## src/rtl/lj_pkg.sv

```systemverilog
// Shared class codes for the loop jump target cache.
package lj_pkg;
    typedef enum logic [1:0] {
        JC_NONE      = 2'd0,
        JC_CACHEABLE = 2'd1,
        JC_OTHER     = 2'd2,
        JC_OTHER_B   = 2'd3
    } jclass_t;
endpackage

```

## src/rtl/lj_match.sv

```systemverilog
// Decode-side lookup: compares the decode descriptor with the entry.
// It produces the hit, the stall request and the fill-start pulse.
// Assumes the entry outputs are registered, so the result is combinational.
module lj_match #(
    parameter int AW = 8
) (
    input  logic          clk,
    input  logic          rst_n,
    input  logic          dec_valid,
    input  logic [1:0]    dec_class,
    input  logic          dec_taken,
    input  logic [AW-1:0] dec_pc,
    input  logic          ent_valid,
    input  logic [AW-1:0] ent_tag,
    input  logic          flush,
    output logic          hit,
    output logic          miss_fill,
    output logic          stall
);
    logic is_branch;
    logic is_cacheable;
    logic taken_br;

    // Classify the decode descriptor and resolve hit, stall and fill start.
    always_comb begin
        is_branch    = dec_class != lj_pkg::JC_NONE;
        is_cacheable = dec_class == lj_pkg::JC_CACHEABLE;
        taken_br     = dec_valid && dec_taken && is_branch;
        hit          = taken_br && is_cacheable && ent_valid
                       && (ent_tag == dec_pc) && !flush;
        miss_fill    = taken_br && is_cacheable && !hit && !flush;
        stall        = taken_br && !hit;
    end

    AST_HIT_CACHEABLE: assert property (@(posedge clk) disable iff (!rst_n)
        hit |-> (dec_class == lj_pkg::JC_CACHEABLE));
    AST_HIT_NOT_STALL: assert property (@(posedge clk) disable iff (!rst_n)
        !(hit && stall));
endmodule

```

## src/rtl/lj_fill_ctrl.sv

```systemverilog
// Fill sequencer: remembers the tag of a missing jump for one cycle.
// It turns the returning fetch word into an entry write.
// Assumes the target word arrives in the cycle after the miss.
module lj_fill_ctrl #(
    parameter int AW = 8
) (
    input  logic          clk,
    input  logic          rst_n,
    input  logic          miss_fill,
    input  logic [AW-1:0] dec_pc,
    input  logic          fetch_valid,
    input  logic          flush,
    output logic          wr_en,
    output logic [AW-1:0] wr_tag
);
    logic          pend_q;
    logic [AW-1:0] ptag_q;

    // Hold the pending-fill flag and tag for exactly one cycle.
    always_ff @(posedge clk) begin
        if (!rst_n) begin
            pend_q <= 1'b0;
            ptag_q <= '0;
        end else begin
            pend_q <= miss_fill && !flush;
            if (miss_fill) ptag_q <= dec_pc;
        end
    end

    // Issue the entry write when the target word returns and no flush is present.
    always_comb begin
        wr_en  = fetch_valid && pend_q && !flush;
        wr_tag = ptag_q;
    end

    AST_WRITE_AFTER_MISS: assert property (@(posedge clk) disable iff (!rst_n)
        wr_en |-> $past(miss_fill));
endmodule

```

## src/rtl/lj_entry.sv

```systemverilog
// Single cache entry: valid bit, jump tag, target word and target address.
// Invalidation has priority over a write in the same cycle.
module lj_entry #(
    parameter int AW = 8,
    parameter int IW = 16
) (
    input  logic          clk,
    input  logic          rst_n,
    input  logic          flush,
    input  logic          wr_en,
    input  logic [AW-1:0] wr_tag,
    input  logic [IW-1:0] wr_instr,
    input  logic [AW-1:0] wr_tgt,
    output logic          valid,
    output logic [AW-1:0] tag,
    output logic [IW-1:0] instr,
    output logic [AW-1:0] tgt
);
    logic          valid_q;
    logic [AW-1:0] tag_q;
    logic [IW-1:0] instr_q;
    logic [AW-1:0] tgt_q;

    // Update the valid bit: reset and flush clear it, a write sets it.
    always_ff @(posedge clk) begin
        if (!rst_n)      valid_q <= 1'b0;
        else if (flush)  valid_q <= 1'b0;
        else if (wr_en)  valid_q <= 1'b1;
    end

    // Capture the tag and payload on a write.
    always_ff @(posedge clk) begin
        if (!rst_n) begin
            tag_q   <= '0;
            instr_q <= '0;
            tgt_q   <= '0;
        end else if (wr_en) begin
            tag_q   <= wr_tag;
            instr_q <= wr_instr;
            tgt_q   <= wr_tgt;
        end
    end

    assign valid = valid_q;
    assign tag   = tag_q;
    assign instr = instr_q;
    assign tgt   = tgt_q;

    AST_RESET_INVALID: assert property (@(posedge clk) disable iff (!rst_n)
        $rose(rst_n) |-> !valid_q);
    AST_FLUSH_CLEARS: assert property (@(posedge clk) disable iff (!rst_n)
        flush |=> !valid_q);
    AST_WRITE_SETS: assert property (@(posedge clk) disable iff (!rst_n)
        (wr_en && !flush) |=> (valid_q && tag_q == $past(wr_tag)));
endmodule

```

## src/rtl/loop_jump_cache.sv

```systemverilog
// Loop jump target cache top. It injects a stored target word into decode
// on repeated taken passes of a cacheable jump. Any segment change or
// interrupt drops the entry. Assumes a word-addressed fetch stream,
// so the instruction after the target sits at target address + 1.
module loop_jump_cache #(
    parameter int AW = 8,
    parameter int IW = 16
) (
    input  logic          clk,
    input  logic          rst_n,
    input  logic          dec_valid,
    input  logic [AW-1:0] dec_pc,
    input  logic [1:0]    dec_class,
    input  logic          dec_taken,
    input  logic          fetch_valid,
    input  logic [IW-1:0] fetch_instr,
    input  logic [AW-1:0] fetch_addr,
    input  logic          seg_change,
    input  logic          irq_taken,
    output logic          hit,
    output logic [IW-1:0] inj_instr,
    output logic [AW-1:0] inj_resume,
    output logic          stall
);
    localparam logic [AW-1:0] STEP = AW'(1);

    logic          flush;
    logic          miss_fill;
    logic          wr_en;
    logic [AW-1:0] wr_tag;
    logic          ent_valid;
    logic [AW-1:0] ent_tag;
    logic [AW-1:0] ent_tgt;

    assign flush = seg_change || irq_taken;

    lj_match #(.AW(AW)) u_match (
        .clk(clk), .rst_n(rst_n),
        .dec_valid(dec_valid), .dec_class(dec_class), .dec_taken(dec_taken),
        .dec_pc(dec_pc), .ent_valid(ent_valid), .ent_tag(ent_tag),
        .flush(flush), .hit(hit), .miss_fill(miss_fill), .stall(stall)
    );

    lj_fill_ctrl #(.AW(AW)) u_fill (
        .clk(clk), .rst_n(rst_n),
        .miss_fill(miss_fill), .dec_pc(dec_pc), .fetch_valid(fetch_valid),
        .flush(flush), .wr_en(wr_en), .wr_tag(wr_tag)
    );

    lj_entry #(.AW(AW), .IW(IW)) u_entry (
        .clk(clk), .rst_n(rst_n),
        .flush(flush), .wr_en(wr_en), .wr_tag(wr_tag),
        .wr_instr(fetch_instr), .wr_tgt(fetch_addr),
        .valid(ent_valid), .tag(ent_tag), .instr(inj_instr), .tgt(ent_tgt)
    );

    // Resume fetch at the word after the injected target.
    assign inj_resume = ent_tgt + STEP;

    AST_NO_HIT_AFTER_FLUSH: assert property (@(posedge clk) disable iff (!rst_n)
        (seg_change || irq_taken) |=> !hit);
    AST_NO_HIT_AFTER_IRQ: assert property (@(posedge clk) disable iff (!rst_n)
        irq_taken |=> !hit);
endmodule

```

## config.mk

```make
export PLATFORM = sky130hd
export DESIGN_NAME = loop_jump_cache
export DESIGN_NICKNAME = d
export VERILOG_FILES = /design/src/rtl/lj_pkg.sv /design/src/rtl/lj_match.sv /design/src/rtl/lj_fill_ctrl.sv /design/src/rtl/lj_entry.sv /design/src/rtl/loop_jump_cache.sv
export SDC_FILE = /design/constraint.sdc
export NUM_CORES = 1
export LEC_CHECK = 0
export ABC_AREA = 1
export ABC_CLOCK_PERIOD_IN_PS = 1300
export BUFFER_PORTS_ARGS = -buffer_cell sky130_fd_sc_hd__buf_2
export CAP_MARGIN = 10
export CORE_UTILIZATION = 45
export CTS_CLUSTER_SIZE = 30
export DETAILED_ROUTE_END_ITERATION = 6
export GPL_TIMING_DRIVEN = 1
export PLACE_DENSITY = 0.75
export SLEW_MARGIN = 10
export SYNTH_ARGS = -nofsm -noshare
export SYNTH_HDL_FRONTEND = slang
export SYNTH_HIERARCHICAL = 1
export SYNTH_SLANG_ARGS = --single-unit
```

## constraint.sdc

```tcl
create_clock -name clk -period 1.3 [get_ports clk]
set_clock_uncertainty 0.05 [all_clocks]
set_input_delay 0 -clock clk [delete_from_list [all_inputs] [get_ports clk]]
set_output_delay 0 -clock clk [all_outputs]
set_load 0.05 [all_outputs]
```

==> impl_metrics.toml <==
[logic_synthesis]
syn_avg_cell_area_um2 = 6.095
syn_inst = 343
synthesis.nets = 385
synth_cell_types = 17
synthesis.area_um2 = 2091
yosysSeqAreaShare_pct = 40.22
synth_edf_count = 0
post-synth-top-area-cell = "dfxtp_1"
synth-seq-cells = 42
synthTopCellsByArea = "dfxtp_1, nand2_1, nor2_1"
synth_most_common_cell = "nand2_1"
synth_ff_type = "dfxtp_1"
async_reset_ff_share_pct = 0
synth_top_area_share_pct = 40.22
ys.warnings.count = 6
synth_common_cells = "nand2_1, nor2_1, inv_1"

[power_and_ir_drop]
p_per_area_nw_per_um2 = 759.3
vdd_ir_drop_max_v = 0.0005773
pwr-share-seq_pct = 53.3
internal-power_uw = 1869
p_leak_uw = 0.001575
p_comb_share_pct = 11.7
switchingPower_uw = 547.9
p_clk_share_pct = 35.1
sw_frac_of_total_pct = 22.67

[grt]
grt_pass1_wl_um = 8066
grt_max_degree = 43
grt_usage_pct = 20.11
grt_pass1_vias = 1989
grt-ovfl-total = 0
grt_antenna_before_repair = 0

[placement]
hpwl_um = 2663
portBuffers = 66
pre_cts_ws_ps = -308.8
place_congestion = 0.8008

[detailed_routing]
drt-initial-drc-count = 124
ant_nets = 0
wirelength_um = 5162
drc = 0
dr.pass1.iters = 4
wl_per_cell_um = 10.39
vias_per_cell = 4.443
dr_total_vias = 2208

[worst_setup_path]
crit_path_start_kind = "register"
cp_cell_sequence = "inv_1 -> nand2_1 -> nand2_1 -> nor2_1 -> nand3_1 -> nor2_4 -> buf_6 -> nor2_2 -> buf_6"
required_ps = 1250
rr_startpoint = "u_entry/tag[1]"
cpPeakStageDelay_ps = 350
path_max_fanout = 3
crit_type = "reg -> out"
crit_start = "u_entry/tag[1]"
r2r_setup_slack_ps = -260
end_kind = "primary output"
critPathTopFamily = "simple AND/OR/NAND/NOR gates"
crit_path_top_delay_cell = "dfxtp_2"
cp_num_buf_inv = 3
critPathArrivalTime_ps = 1520

[floorplan]
die-area_um2 = 4922
rows = 24
die_h_um = 70.16
io-pin-count = 67
core_um2 = 4414
initial_core_util_pct = 47.36
die_width_um = 70.16

[final_layout]
finalNetCount = 486
fillCellCount = 352
seqCellArea_um2 = 859.6
drive_gt1_share_pct = 31.46
area_growth_pct = 52.24
diodes = 0
multi_input_area_um2 = 1105

[cts]
clk_path_buf_depth = 2
cts-root-buf = "clkbuf_8"
cts_sinks = 42
clk_pin_slew_ps = 80
cts_tree = "yes"
clkLatencyLatePin_ps = 280
htreeDepth = 2
cts_buffers = 5

[timing]
finalSetupViolations = 15
finalCritPeriodShare_pct = 120.6
fin_ws_ps = -267.8
max_slew_margin_pct = 82.55
period_needed_ps = 1568
hold_viol_final = 0
tightest_slew_ps = 263.5
drv_slew = 0
timing.fmax_mhz = 637.9
rsz0062_at_grt = "yes"
fin_hold_ws_ps = 50.85

[min_path]
hold_path_class = "in -> reg"
hold_start = "seg_change"

[run_status]
status = "finished, violations left"
failed_checks = "negative setup slack"

[flow_run]
cap_violations = 0
stage by stage:
| stage | power (uW) | cell area [um2] | setup TNS, ps | util [%] | std cells |
|---|---|---|---|---|---|
| after floorplan | 1423 | 2133 | -2569 | - | 343 |
| after global placement | 1507 | 2506 | -2630 | 56.77 | 454 |
| after detailed placement | 1510 | 2506 | -2794 | 56.77 | 454 |
| after CTS | 2430 | 3074 | -1603 | 69.64 | 497 |
| after global routing | 2545 | 3183 | -4192 | 72.11 | 497 |
| final | 2417 | 3183 | -2797 | 72.11 | 497 |
cell families after synthesis:
| kind of cell | after synthesis | synth area share (%) |
|---|---|---|
| DFF | 42 | 40.22 |
| buffers and inverters | 73 | 16.34 |
| AOI/OAI and AO/OA | 5 | 1.317 |
| and+or+nand+nor | 219 | 40.28 |
| adders and majority gates | 1 | 0.5983 |
| xor gates and xnor gates | 3 | 1.257 |
tightest hold or removal path, cell delays in order:
cell and delay (ps):
buf_2 70, or2_2 100, buf_4 130, nor2_1 40
power groups by stage:
stage / Combinational (uW) / Clock (uW) / Sequential (uW)
floorplan: 102 / 0 / 1320
finish: 282 / 848 / 1290
global placement: 187 / 0 / 1320
CTS: 267 / 875 / 1290
global route: 315 / 942 / 1290
detailed placement: 189 / 0 / 1320
area by class of cell:
| cell class | instances | share of cell area, % |
|---|---|---|
| repair buffers | 108 | 26.42 |
| clock inverters | 1 | 0.1572 |
| multi-input cells | 228 | 34.71 |
| inverters | 59 | 6.958 |
| flip-flops and latches | 42 | 27.00 |
| clock buffers | 7 | 2.712 |
| well taps | 52 | 2.044 |
flip-flops by register name, summed over array words and instances, names as in the netlist:
signal,flops
u_entry/instr,16
u_entry/tag,8
u_entry/tgt,8
u_fill/wr_tag,8
u_entry/valid,1
u_fill/pend_q,1
path summary, 6_finish.rpt:
check	end	cells past startpoint
max	stall	9
min	u_fill/pend_q	4
max reg2reg	u_fill/wr_tag[1]	12
min reg2reg	u_entry/instr[4]	2
placed cells by master, fill, tap and decap left out:
cell	netlist	routed
nand3_2	0	1
nand3_1	4	1
buf_6	8	10
buf_8	0	3
or2_2	1	1
o21ai_2	0	1
dfxtp_2	0	9
dfxtp_1	42	31
ha_4	0	1
nor2_4	0	8
nand2_1	111	96
inv_1	59	57
dlygate4sd3_1	0	31
xnor2_2	0	2
nand2_2	1	14
buf_4	0	3
clkbuf_8	0	6
clkbuf_1	0	1
buf_2	6	58
nand2_4	0	2
o21ai_1	4	3
o211ai_1	1	1
nor2_2	2	10
buf_12	0	3
clkinv_2	0	1
inv_2	0	2
dfxtp_4	0	2
nand4_1	1	1
or2_0	1	1
nand3_4	0	2
nor2_1	98	82
xor2_2	0	1
metal layers:
layer,vias to the layer above,share of wire (%),GRT usage [%]
met4,0,0.83,6.444
met3,4,4.4,3.752
met1,963,43,23.39
met2,60,52,36.86
li1,1181,-,-
met5,-,0,0
timing repair:
action,CTS,global route
buffers inserted,4,0
cloned,0,0
resized for setup,41,38
pin swaps,17,22
hold buffers,31,0
hold endpoints to repair,31,0
setup endpoints to repair,16,17
(Power assumes the default switching activity.)
